<file path="src/rtl/cordic_rot_pkg.sv">
package cordic_rot_pkg;

    // Direction of one micro-rotation.
    typedef enum logic {
        ROT_CCW = 1'b0,   // residual >= 0: turn counter-clockwise
        ROT_CW  = 1'b1    // residual <  0: turn clockwise
    } rot_dir_e;

    localparam int unsigned TABLE_FRAC = 24;   // table precision in bits per turn
    localparam int unsigned TABLE_LEN  = 16;   // supported iteration count

    // atan(2^-k) in units of 2^-24 of a full turn.
    function automatic int atan_q24(input int idx);
        case (idx)
            0:  return 2097152;
            1:  return 1238021;
            2:  return 654136;
            3:  return 332050;
            4:  return 166669;
            5:  return 83416;
            6:  return 41718;
            7:  return 20860;
            8:  return 10430;
            9:  return 5215;
            10: return 2608;
            11: return 1304;
            12: return 652;
            13: return 326;
            14: return 163;
            15: return 81;
            default: return 0;
        endcase
    endfunction

    // Rounded to the angle width used by the datapath.
    function automatic int atan_scaled(input int idx, input int pw);
        int raw;
        int sh;
        raw = atan_q24(idx);
        sh  = int'(TABLE_FRAC) - pw;
        if (sh <= 0) return raw;
        return (raw + (1 << (sh - 1))) >>> sh;
    endfunction

    // Angle needs a half-turn fold when its two top bits differ.
    function automatic logic needs_fold(input logic top, input logic next);
        return top ^ next;
    endfunction

endpackage

</file>
<file path="src/rtl/cordic_rot_fold.sv">
module cordic_rot_fold
    import cordic_rot_pkg::*;
#(
    parameter int DATA_W  = 16,
    parameter int PHASE_W = 16,
    parameter int W       = DATA_W + 2
) (
    input  logic signed [DATA_W-1:0]  in_i,
    input  logic signed [DATA_W-1:0]  in_q,
    input  logic        [PHASE_W-1:0] in_phase,
    output logic signed [W-1:0]       out_x,
    output logic signed [W-1:0]       out_y,
    output logic signed [PHASE_W-1:0] out_z,
    output logic                      out_fold
);
    localparam int EXT = W - DATA_W;

    logic fold;

    always_comb begin
        fold     = needs_fold(in_phase[PHASE_W-1], in_phase[PHASE_W-2]);
        out_fold = fold;
        out_x    = {{EXT{in_i[DATA_W-1]}}, in_i};
        out_y    = {{EXT{in_q[DATA_W-1]}}, in_q};
        // Subtracting a half turn in a binary angle is an MSB inversion.
        out_z    = {in_phase[PHASE_W-1] ^ fold, in_phase[PHASE_W-2:0]};
    end

endmodule

</file>
<file path="src/rtl/cordic_rot_stage.sv">
module cordic_rot_stage
    import cordic_rot_pkg::*;
#(
    parameter int W       = 18,
    parameter int PHASE_W = 16,
    parameter int IDX     = 0
) (
    input  logic                      clk,
    input  logic                      rst,
    input  logic                      in_vld,
    input  logic                      in_fold,
    input  logic signed [W-1:0]       in_x,
    input  logic signed [W-1:0]       in_y,
    input  logic signed [PHASE_W-1:0] in_z,
    output logic                      out_vld,
    output logic                      out_fold,
    output logic signed [W-1:0]       out_x,
    output logic signed [W-1:0]       out_y,
    output logic signed [PHASE_W-1:0] out_z
);
    localparam logic signed [PHASE_W-1:0] THETA = PHASE_W'(atan_scaled(IDX, PHASE_W));

    rot_dir_e                  dir;
    logic signed [W-1:0]       xs, ys, nx, ny;
    logic signed [PHASE_W-1:0] nz;

    always_comb begin
        dir = in_z[PHASE_W-1] ? ROT_CW : ROT_CCW;
        xs  = in_x >>> IDX;
        ys  = in_y >>> IDX;
        case (dir)
            ROT_CCW: begin
                nx = in_x - ys;
                ny = in_y + xs;
                nz = in_z - THETA;
            end
            default: begin
                nx = in_x + ys;
                ny = in_y - xs;
                nz = in_z + THETA;
            end
        endcase
    end

    // Valid bit: the only state that reset touches.
    always_ff @(posedge clk) begin
        if (rst) out_vld <= 1'b0;
        else     out_vld <= in_vld;
    end

    // Data path runs freely; its contents only matter under valid.
    always_ff @(posedge clk) begin
        out_x    <= nx;
        out_y    <= ny;
        out_z    <= nz;
        out_fold <= in_fold;
    end

endmodule

</file>
<file path="src/rtl/cordic_rot_unfold.sv">
module cordic_rot_unfold #(
    parameter int W = 18
) (
    input  logic              fold,
    input  logic signed [W-1:0] in_x,
    input  logic signed [W-1:0] in_y,
    output logic signed [W-1:0] out_x,
    output logic signed [W-1:0] out_y
);
    always_comb begin
        if (fold) begin
            out_x = -in_x;
            out_y = -in_y;
        end else begin
            out_x = in_x;
            out_y = in_y;
        end
    end

endmodule

</file>
<file path="src/rtl/cordic_rotator.sv">
module cordic_rotator
    import cordic_rot_pkg::*;
#(
    parameter int DATA_W  = 16,
    parameter int PHASE_W = 16,
    parameter int STAGES  = 8
) (
    input  logic                     clk,
    input  logic                     rst,
    input  logic                     in_valid,
    input  logic signed [DATA_W-1:0] in_i,
    input  logic signed [DATA_W-1:0] in_q,
    input  logic [PHASE_W-1:0]       in_phase,
    output logic                     out_valid,
    output logic signed [DATA_W+1:0] out_i,
    output logic signed [DATA_W+1:0] out_q
);
    localparam int W = DATA_W + 2;   // two guard bits for gain and diagonal growth

    logic                      vld  [STAGES+1];
    logic                      fold [STAGES+1];
    logic signed [W-1:0]       x    [STAGES+1];
    logic signed [W-1:0]       y    [STAGES+1];
    logic signed [PHASE_W-1:0] z    [STAGES+1];

    assign vld[0] = in_valid;

    cordic_rot_fold #(
        .DATA_W  (DATA_W),
        .PHASE_W (PHASE_W),
        .W       (W)
    ) u_fold (
        .in_i     (in_i),
        .in_q     (in_q),
        .in_phase (in_phase),
        .out_x    (x[0]),
        .out_y    (y[0]),
        .out_z    (z[0]),
        .out_fold (fold[0])
    );

    for (genvar k = 0; k < STAGES; k++) begin : g_iter
        cordic_rot_stage #(
            .W       (W),
            .PHASE_W (PHASE_W),
            .IDX     (k)
        ) u_stage (
            .clk      (clk),
            .rst      (rst),
            .in_vld   (vld[k]),
            .in_fold  (fold[k]),
            .in_x     (x[k]),
            .in_y     (y[k]),
            .in_z     (z[k]),
            .out_vld  (vld[k+1]),
            .out_fold (fold[k+1]),
            .out_x    (x[k+1]),
            .out_y    (y[k+1]),
            .out_z    (z[k+1])
        );
    end

    // Final residual angle is the rotation error; not needed downstream.
    logic unused_resid;
    assign unused_resid = ^z[STAGES];

    cordic_rot_unfold #(
        .W (W)
    ) u_unfold (
        .fold  (fold[STAGES]),
        .in_x  (x[STAGES]),
        .in_y  (y[STAGES]),
        .out_x (out_i),
        .out_y (out_q)
    );

    assign out_valid = vld[STAGES];

endmodule

</file>
<file path="config.mk">
export PLATFORM = sky130hd
export DESIGN_NAME = cordic_rotator
export DESIGN_NICKNAME = d
export VERILOG_FILES = /design/src/rtl/cordic_rot_pkg.sv /design/src/rtl/cordic_rot_fold.sv /design/src/rtl/cordic_rot_stage.sv /design/src/rtl/cordic_rot_unfold.sv /design/src/rtl/cordic_rotator.sv
export SDC_FILE = /design/constraint.sdc
export NUM_CORES = 1
export LEC_CHECK = 0
export BUFFER_PORTS_ARGS = -buffer_cell sky130_fd_sc_hd__buf_2
export CORE_AREA = 2 2 255 257
export CTS_CLUSTER_SIZE = 16
export DETAILED_ROUTE_END_ITERATION = 10
export DIE_AREA = 0 0 257 259
export PLACE_DENSITY_LB_ADDON = 0.1
export SLEW_MARGIN = 20
export SYNTH_ARGS = -nofsm -noshare
export SYNTH_HDL_FRONTEND = slang
export SYNTH_SLANG_ARGS = --single-unit
</file>
<file path="constraint.sdc">
create_clock -name clk -period 9.17 [get_ports clk]
set_input_delay 0.917 -clock clk [delete_from_list [all_inputs] [get_ports clk]]
set_output_delay 0.917 -clock clk [all_outputs]
set_load 0.005 [all_outputs]
</file>
; Yosys cells after proc, flatten, opt, wreduce, memory -nomap -nowiden
; Index checks and enable logic that the tools add are counted.
[op_classes]
shift = 0
mux = 33
add_sub_neg = 47
n_reduce_logical = 0
n_eq_ne = 0
n_bitwise = 2
n_mul = 0
magnitude_cmp = 0
div = 0
[op_table]
columns = operator, count
row1 = 18-bit two-way mux, 18
row2 = 16-bit two-way mux, 7
row3 = 18-bit by 11-bit adder with 18-bit output, 2
row4 = 18-bit by 12-bit adder with 18-bit output, 2
row5 = 18-bit by 13-bit adder with 18-bit output, 2
row6 = 18-bit by 14-bit adder with 18-bit output, 2
row7 = 18-bit by 15-bit adder with 18-bit output, 2
row8 = 18-bit by 16-bit adder with 18-bit output, 2
row9 = 18-bit by 17-bit adder with 18-bit output, 2
row10 = 18-bit negation, 2
row11 = 18-bit by 11-bit subtractor with 18-bit output, 2
row12 = 18-bit by 12-bit subtractor with 18-bit output, 2
row13 = 18-bit by 13-bit subtractor with 18-bit output, 2
row14 = 18-bit by 14-bit subtractor with 18-bit output, 2
row15 = 18-bit by 15-bit subtractor with 18-bit output, 2
row16 = 18-bit by 16-bit subtractor with 18-bit output, 2
row17 = 18-bit by 17-bit subtractor with 18-bit output, 2
row18 = 16-bit by 16-bit subtractor with 17-bit output, 2
row19 = 16-bit by 16-bit adder with 17-bit output, 1
row20 = "16-bit by 10-bit adder with 16-bit output, second input constant", 1
row21 = "16-bit by 11-bit adder with 16-bit output, second input constant", 1
row22 = "16-bit by 12-bit adder with 16-bit output, second input constant", 1
row23 = "16-bit by 13-bit adder with 16-bit output, second input constant", 1
row24 = "16-bit by 14-bit adder with 16-bit output, second input constant", 1
row25 = other kinds (11), 19
[word_totals]
romBits = 0
latchBits = 0
memories = 0
ff_bits = 416
ram_bits = 0
output_inout_bits = 37
wordCells = 121

; Depth between registers and ports, before layout
; Gate-level depths: netlist (run 1).
[depth]
depth_word = 4
depth_mapped = 16
depth_no_buf = 16

; Hierarchy
; From an unflattened synthesis (run 1), not the netlist that was laid out.
[hier_totals]
cells_unflattened = 3825
area_unflattened_um2 = 32593.8
[modules_own_cells]
columns = module, cells_per_inst, n_inst, seq_area_each_um2, area_per_inst_um2
row1 = cordic_rot_stage at g_iter[4].u_stage, 472, 1, 1081.0, 4010.1
row2 = cordic_rot_stage at g_iter[2].u_stage, 467, 1, 1081.0, 3995.1
row3 = cordic_rot_stage at g_iter[7].u_stage, 453, 1, 1081.0, 3985.1
row4 = cordic_rot_stage at g_iter[3].u_stage, 456, 1, 1081.0, 3972.6
row5 = cordic_rot_stage at g_iter[0].u_stage, 479, 1, 1061.0, 3907.5
row6 = cordic_rot_stage at g_iter[6].u_stage, 447, 1, 1081.0, 3883.7
row7 = cordic_rot_stage at g_iter[1].u_stage, 453, 1, 1081.0, 3882.5
row8 = cordic_rot_stage at g_iter[5].u_stage, 437, 1, 1081.0, 3823.7
row9 = cordic_rot_unfold, 108, 1, 0.0, 738.2
row10 = cordic_rot_fold, 53, 1, 0.0, 395.4

; Worst setup path before layout (run 1)
; Ideal clock, no wire load.
[synth_timing]
path_kind = reg-to-reg
start = register g_iter[6].u_stage.out_z[15]
end = register g_iter[7].u_stage.out_y[17]
arrival_ns = 3.340
path_buffers = 2
t_required_ns = 9.055
period_less_slack_ns = 3.456
path_slack_ns = 5.714
path_stages_with_launch = 13
path_cell_list = dfxtp_1 -> clkbuf_1 -> clkbuf_1 -> mux2i_1 -> ha_1 -> nor2b_1 -> o31ai_2 -> a21oi_1 -> a221o_1 -> o31ai_4 -> o21ai_2 -> or4_1 -> and3_1
[synth_between]
elab_chain_len = 2
[synth_lines]
columns = item, line
row1 = from (decl), cordic_rot_stage.sv:19  ; output logic signed [PHASE_W-1:0] out_z
row2 = from (signal assigned), cordic_rot_stage.sv:55  ; out_z <= nz;
row3 = 1-bit two-way mux, cordic_rot_stage.sv:28  ; dir = in_z[PHASE_W-1] ? ROT_CW : ROT_CCW;
row4 = 18-bit two-way mux, cordic_rot_stage.sv:31  ; case (dir)
row5 = named net g_iter[7].u_stage.ny[17], cordic_rot_stage.sv:24  ; logic signed [W-1:0] xs, ys, nx, ny;
row6 = to (signal assigned), cordic_rot_stage.sv:54  ; out_y <= ny;
row7 = to (decl), cordic_rot_stage.sv:18  ; output logic signed [W-1:0] out_y,
; The timed path passes the listed nets, and every way through them passes these cells.
; A chain may end at the register's enable or synchronous reset.

; Final worst setup path (run 1)
[layout_timing]
start = register g_iter[0].u_stage.out_x[1]
end = register g_iter[1].u_stage.out_y[16]
[layout_between]
elab_chain_len = 2
word_cells_on_any_way = 3
classes_between = add/sub: 2 / mux: 1
[layout_lines]
columns = item, line
row1 = from (decl), cordic_rot_stage.sv:17  ; output logic signed [W-1:0] out_x,
row2 = from (signal assigned), cordic_rot_stage.sv:53  ; out_x <= nx;
row3 = 18-bit by 17-bit adder with 18-bit output / 18-bit by 17-bit subtractor with 18-bit output (equally long branches), "cordic_rot_stage.sv:34, cordic_rot_stage.sv:39"
row4 = 18-bit two-way mux *, cordic_rot_stage.sv:31
row5 = named net g_iter[1].u_stage.ny[16], cordic_rot_stage.sv:24
row6 = to (signal assigned), cordic_rot_stage.sv:54
row7 = to (decl), cordic_rot_stage.sv:18
; Mark *: on every way through the listed nets, which the timed path passes. The rest lies on a longest branch.

==> summary.md, run 1 <==
| Metric | Value |
|---|---|
| DR WL/cell | about 16 um |
| Final WL | between 60000 and 70000 um |
| Synthesized flop and latch total | 398 |
| Post-layout util | 49.5% |
| Hold Crit Start | g_iter[3].u_stage.out_fold |
| Placer Congestion | 0.882 |
| Synthesized area | between 20000 and 30000 um2 |
| Post-Route Setup TNS | 0 ns |
| Worst hold path stage count | 0 |
| Skew-Pair Late Insertion Delay | 0.60 ns |
| First-pass GRT wire length | approximately 110000 um |
| Fmax | ~260 MHz |
| Port bufs | 87 |
| # hold bufs at CTS | 0 |
| Clock sink count | 398 |
| P&R area growth vs syn | 10.7% |
| Reg2reg path depth | 14 |
| Number of core rows | 93 |
| Setup Viol. Count Final | 0 |
| Worst-Margin Slew | 1.02 ns |
| Synth area leader | dfxtp_1 |
| DRT iter0 DRCs | about 1000 |
| Ys async rst share | 0% |
| Distinct cells, synth | 78 |
| # diodes | 0 |
| GRT Util Overall | between 20% and 30% |
| Core area | about 64000 um2 |
| Yosys warnings | 0 |
| Drt drc | 0 |
| Initial antenna violation count | 0 |
| FF/Latch Area | approximately 8000 um2 |
| Clock Pin Slew Worst Setup and Hold Paths | around 0.06 ns |
| # fillers | slightly above 6000 |
| Flop-to-flop setup slack | between 5 and 6 ns |
| Post-CTS Resized | 0 |
| Skew final | a little over 0.03 ns |
| Adder-cell share of the synthesized area | a little under a fifth |
| Post-DP HPWL | around 56000 um |
| DRT Pass-1 Iters | 5 |
| Routed Antenna Nets | 0 |
| Simple-gate share of the synthesized area | approximately an eighth |
| Die area | ~67000 um2 |
| Worst Hold End | g_iter[4].u_stage.out_fold |
| Longest Clk Path Bufs | 3 |
| Number of synthesized flops with an enable pin | 0 |
| Crit Reg-Reg Startpoint | g_iter[0].u_stage.out_x[1] |
| DIE WIDTH | around 260 um |
| Vias | between 20000 and 25000 |
| Multi-input logic area | between 15000 and 20000 um2 |
| CTS Root Cell | clkbuf_16 |
| Num CTS Buffers | 48 |
| Final #Nets | ~3800 |
| Top_reg_cell synth | dfxtp_1 |
| Crit end category | flop |
| Drt via density | between 5 and 6 |
| Mux cell area share after synthesis | approximately 1.4% |
| Top post-synthesis cells by area | dfxtp_1, ha_1, xnor2_1, a21oi_1, xor2_1 |
| Post CTS Setup Buffer Count | 0 |
| CTS tree | yes |
| RSZ-0062 raised after global routing | false |
| Final Max Tran Viols | 0 |
| Syn Nets | 3761 |
| Crit path launch type | flop |
| Largest net degree at the start of global routing | slightly above 50 |
| Outcome | complete, no violations |
| Worst hold-check path type | flop to flop |
| Synth top area share | between 20% and 30% |
| Compound-Gate Fraction of Synth Area | 20.8% |
| Max cap viols | 0 |
| Layout cells sized above 1 | ~7% |
| I/O Pins | between 80 and 90 |
| Commonest cells post-synth | dfxtp_1, ha_1, xnor2_1 |
| Final Hold Vio Count | 0 |
| Reg2Reg Capture Point | g_iter[1].u_stage.out_y[16] |
| H-Tree Depth | 2 |
| CP Class | flop to flop |
| Count leader, synth | dfxtp_1 |
| Seq/Total Area, Yosys | approximately 28% |
| Post-route clock period utilization | 42.7% |
| Die H | 259 um |
| Relative slew slack | around a third |
| Xor/xnor cell area share of the yosys netlist | 15.3% |
| Worst EP required | just under 10 ns |
| Grt ovf | 0 |
| Syn_area_per_cell | between 8 and 9 um2 |
| Initial Util | about 45% |
| Largest family of logic cells by synthesized area | compound AO/OA/AOI/OAI gates |
| Worst Path Max Fanout | 5 |
| Minimum clock period | roughly 4 ns |
| CP arrival | approximately 4.4 ns |
| Syn Inst Count | between 3000 and 4000 |
| Vias in the first global route | roughly 23000 |
==> per-stage QoR <==
| stage | cells | hold slack [ns] | setup WS (ns) | area [um2] |
|---|---|---|---|---|
| 2_1_floorplan | 3304 | 0.310 | 5.71 | 28600 |
| 3_3_place_gp | 4194 | 0.312 | 5.34 | 29900 |
| 3_5_place_dp | 4194 | 0.312 | 5.27 | 29900 |
| 4_1_cts | 4283 | 0.323 | 5.24 | 31600 |
| 5_1_grt | 4283 | 0.325 | 5.04 | 31600 |
| 6_report | 4283 | 0.323 | 5.26 | 31600 |
==> layout by cell type, fill, tap and decap left out, types with 13 or more instances in the layout <==
master	synthesis	layout
nor4_1	28	28
o21a_1	44	44
o211ai_1	17	17
nor2b_1	45	45
nor2_1	264	264
nor3_1	98	98
buf_2	0	87
o21bai_1	42	42
mux2_2	14	14
or4_1	17	17
o31ai_1	22	22
mux2i_1	24	24
a31o_2	17	17
nand2_1	157	157
xor2_1	163	163
xnor2_1	336	336
ha_1	383	383
nand2b_1	40	40
inv_1	198	198
a31oi_1	46	46
dfxtp_1	398	396
a21boi_0	17	17
fa_1	23	23
and3_1	16	16
or3_1	18	18
a21oi_1	318	318
clkbuf_16	0	49
a21o_1	120	120
o21ai_0	162	162
nand4_1	15	15
o41ai_1	13	13
and2_1	13	13
nand3_1	29	29
a211oi_1	33	33
==> per-layer routing <==
metal  GRT usage, %  up-vias  wire, um
li1               -    11900         -
met1           22.9    10700     29500
met2           39.6      353     35800
met3           2.23      144      1800
met4           7.61        0      2340
met5              0        -         0
==> cell type report <==
| type | count | area share, % |
|---|---|---|
| flip-flops and latches | 398 | 25.2 |
| repair buffers | 95 | 1.57 |
| clock inverters | 24 | 1.02 |
| multi-input cells | 2646 | 62.1 |
| inverters | 200 | 2.37 |
| well taps | 855 | 3.38 |
| clock buffers | 65 | 4.38 |
==> how the worst max path moves through the flow <==
stage | startpoint | to | slack, ns | depth (start not counted)
finish | g_iter[0].u_stage.out_x[1] | g_iter[1].u_stage.out_y[16] | 5.26 | 14
CTS | g_iter[6].u_stage.out_z[15] | g_iter[7].u_stage.out_y[17] | 5.24 | 11
global route | g_iter[0].u_stage.out_x[1] | g_iter[1].u_stage.out_y[16] | 5.04 | 15
floorplan | g_iter[6].u_stage.out_z[15] | g_iter[7].u_stage.out_y[17] | 5.71 | 12
global placement | g_iter[6].u_stage.out_z[15] | g_iter[7].u_stage.out_y[17] | 5.34 | 11
detailed placement | g_iter[6].u_stage.out_z[15] | g_iter[7].u_stage.out_y[17] | 5.27 | 11
==> cells by family (layout without fill, tap and decap cells) <==
logic type                 count (synthesis)  count (layout)
AOI/OAI and AO/OA                        935             935
buffers and inverters                    260             384
adders and majority gates                406             406
DFF                                      398             398
and+or+nand+nor                          768             768
xor gates and xnor gates                 499             499
muxes                                     38              38
==> critical path: stages, from the launching register on <==
cell	delay [ns]
dfxtp_1	0.36
inv_1	0.08
ha_1	0.16
nand2b_1	0.09
nor4_1	0.70
a21oi_1	0.18
xnor2_1	0.17
ha_1	0.34
a21o_1	0.24
nor2_1	0.16
a21oi_1	0.12
a2111oi_2	0.47
a211oi_1	0.22
a41o_1	0.28
a31o_2	0.22
==> state kept, by name, indices dropped and copies added (netlist names) <==
name,flops
g_iter.u_stage.out_z,97
g_iter.u_stage.out_x,143
g_iter.u_stage.out_vld,8
g_iter.u_stage.out_fold,8
g_iter.u_stage.out_y,142
Power of run 1 is left out: the tool's default activity adds up to more than one toggle a clock period on the data nets, which glitch-free logic cannot reach.
==> run 2: changes to the inputs <==
==> constraint.sdc (replaced) <==
create_clock -name clk -period 3.4 [get_ports clk]
set_input_delay 0.34 -clock clk [delete_from_list [all_inputs] [get_ports clk]]
set_output_delay 0.34 -clock clk [all_outputs]
set_load 0.005 [all_outputs]
==> run 2 against run 1 <==
Final cell count up 4.4%. Wire length up 4.3%. Die area unchanged. Clock skew down 0.018 ns. Sequential share of layout area down 1.3 points. Register-to-register slack worse by 5.2 ns. Via count up 2.4%. First-iteration DRC count down 7.7%. Hold slack worse by 0.27 ns. Critical path depth down 1. Cell area up 5.8%. Global-route usage up 0.85 points. Largest cell class unchanged.
==> summary.md, run 2 (synthesis results as in run 1) <==
| Metric | Value |
|---|---|
| WHS | 0.0566 ns (-0.266 ns) |
| Post-DP HPWL | 59300 um (+5.9%) |
| Post-Route Setup TNS | 0 ns (unchanged) |
| Crit end category | flop |
| Minimum clock period | 3.32 ns (-0.597 ns) |
| Skew-Pair Late Insertion Delay | 0.58 ns (-0.02 ns) |
| Slowest CP cell | o311a_4 |
| Final Max Tran Viols | 0 (unchanged) |
| Final Hold Vio Count | 0 (unchanged) |
| CP Class | flop to flop |
| DIE WIDTH | 257 um (unchanged) |
| Number of core rows | 93 (unchanged) |
| CP arrival | 3.77 ns (-0.62 ns) |
| CTS Root Cell | clkbuf_16 |
| Fmax | 302 MHz (+18%) |
| Max cap viols | 0 (unchanged) |
| Post-route clock period utilization | 97.5% (+55 points) |
| Vias in the first global route | 23800 (+3.1%) |
| Setup Viol. Count Final | 0 (unchanged) |
| Die area | 66600 um2 (unchanged) |
| Number of flip-flops under the largest register name | 143 (unchanged) |
| Skew final | 0.0126 ns (-0.0180 ns) |
| RSZ-0062 raised after global routing | true |
| Port bufs | 87 (unchanged) |
| Placer Congestion | 0.916 (+3.8%) |
| Flop-to-flop setup slack | 0.08 ns (-5.17 ns) |
| Most frequent cells in the layout | ha_1, dfxtp_1, xnor2_1 |
| Core area | 63900 um2 (unchanged) |
| DRT iter0 DRCs | 931 (-7.7%) |
| Largest net degree at the start of global routing | 46 (-9.8%) |
| CTS tree | yes |
| GRT Util Overall | 21.3% (+0.85 points) |
| DRT Pass-1 Iters | 5 (unchanged) |
| DR WL/cell | 16.2 um (about the same) |
| Layout cells sized above 1 | 13.5% (+6.5 points) |
| Crit path launch type | flop |
| Worst Path Max Fanout | 3 (-2) |
| Vias | 23700 (+2.4%) |
| Initial antenna violation count | 0 (unchanged) |
| H-Tree Depth | 2 (unchanged) |
| Clock sink count | 398 (unchanged) |
| Worst hold-check path type | input pin to flop |
| CP peak stage delay | 0.39 ns (-0.31 ns) |
| Longest Clk Path Bufs | 3 (unchanged) |
| First-pass GRT wire length | 117000 um (+3.2%) |
| # fillers | 5897 (-2.8%) |
| Worst-Margin Slew | 0.655 ns (-0.366 ns) |
| Relative slew slack | 56.1% (+24 points) |
| Worst-path cell chain | inv_1 > ha_1 > a21oi_2 > xnor2_1 > ha_1 > a21oi_2 > nor3b_4 > a21boi_1 > o2111a_1 > or3_4 > o311a_4 > o41ai_4 > xnor2_1 |
| Routed Antenna Nets | 0 (unchanged) |
| Crit-path leading delay family | compound AO/OA/AOI/OAI gates |
| Clock Pin Slew Worst Setup and Hold Paths | 0.06 ns (about the same) |
| P&R area growth vs syn | 17.1% |
| CP bufs+invs | 1 (unchanged) |
| Worst EP required | 3.86 ns (-5.79 ns) |
| # diodes | 0 (unchanged) |
| Largest registers | g_iter.u_stage.out_x x143, g_iter.u_stage.out_y x142, g_iter.u_stage.out_z x97 |
| Drt drc | 0 (unchanged) |
| Final WL | 72500 um (+4.3%) |
| I/O Pins | 88 (unchanged) |
| Die H | 259 um (unchanged) |
| Grt ovf | 0 (unchanged) |
| Drt via density | 5.29 (-1.9%) |
| Commonest non-fill, non-tap cell in the layout | ha_1 |
| Outcome | complete, no violations |
| Reg with most FFs | g_iter.u_stage.out_x |
| Initial Util | 44.7% (unchanged) |
| Final #Nets | 4034 (+4.9%) |
| Num CTS Buffers | 47 (-2.1%) |
[run 2: changes by cell type in the layout (fill, tap and decap cells not counted), moves of 6 or more]
cell / before / now
a21oi_1: 318 / 308
dlygate4sd3_1: 0 / 18
dfxtp_1: 396 / 380
a31oi_1: 46 / 40
nor3_2: 0 / 10
o21ai_0: 162 / 153
o21ai_1: 3 / 11
buf_4: 8 / 178
dfxtp_2: 2 / 18
a21oi_2: 4 / 14
nor3_1: 98 / 88
[run 2: final timing paths]
check / from / end / cells past startpoint
worst max-delay path: g_iter[1].u_stage.out_x[2] / g_iter[2].u_stage.out_y[16] / 13
worst min-delay path: in_q[0] / g_iter[0].u_stage.out_x[0] / 3
worst min register to register: g_iter[0].u_stage.out_z[1] / g_iter[1].u_stage.out_z[1] / 0
worst max register to register: g_iter[1].u_stage.out_x[2] / g_iter[2].u_stage.out_y[16] / 13
[run 2: routing by layer]
layer	vias up	share of wire, %	global-route usage, %
met5	-	0	0
met4	0	3.4	8.48
met2	312	52	41.4
met1	10900	42	23.6
met3	142	2.3	2.23
li1	12300	-	-
[run 2: stage by stage]
stage,area [um2],utilization [%],worst slack [ns],instances
2_1_floorplan,28600,-,0.0260,3304
6_report,33500,52.4,0.0849,4471
3_5_place_dp,31100,48.7,-0.0606,4353
4_1_cts,33000,51.6,0.00720,4459
5_1_grt,33500,52.4,-0.0833,4471
3_3_place_gp,31100,48.7,-0.0186,4353
[run 2: area by class of cell]
| type | count | area [um2] | share of cell area (%) |
|---|---|---|---|
| clock inverter | 28 | 330 | 0.987 |
| timing repair buffer | 284 | 1970 | 5.89 |
| sequential | 398 | 7990 | 23.9 |
| inverter | 200 | 754 | 2.25 |
| tap | 855 | 1070 | 3.20 |
| clock buffer | 60 | 1320 | 3.93 |
| multi-input combinational | 2646 | 20000 | 59.9 |
[run 2: worst reg2reg max path, cell delays in order, from the launching register on]
cell and delay, ns:
dfxtp_1 0.33, inv_1 0.05, ha_1 0.24, a21oi_2 0.16, xnor2_1 0.14, ha_1 0.29
a21oi_2 0.24, nor3b_4 0.24, a21boi_1 0.10, o2111a_1 0.26, or3_4 0.35, o311a_4 0.39
o41ai_4 0.30, xnor2_1 0.12
[run 2: timing repair]
| item | 4_1_cts | 5_1_grt |
|---|---|---|
| endpoints found under the setup margin | 6 | 27 |
| hold buffers | 18 | 0 |
| setup buffers | 0 | 12 |
| resized for setup | 7 | 95 |
| endpoints found under the hold margin | 22 | 0 |
| pin swaps | 0 | 24 |
Power of run 2 is left out for the same reason.
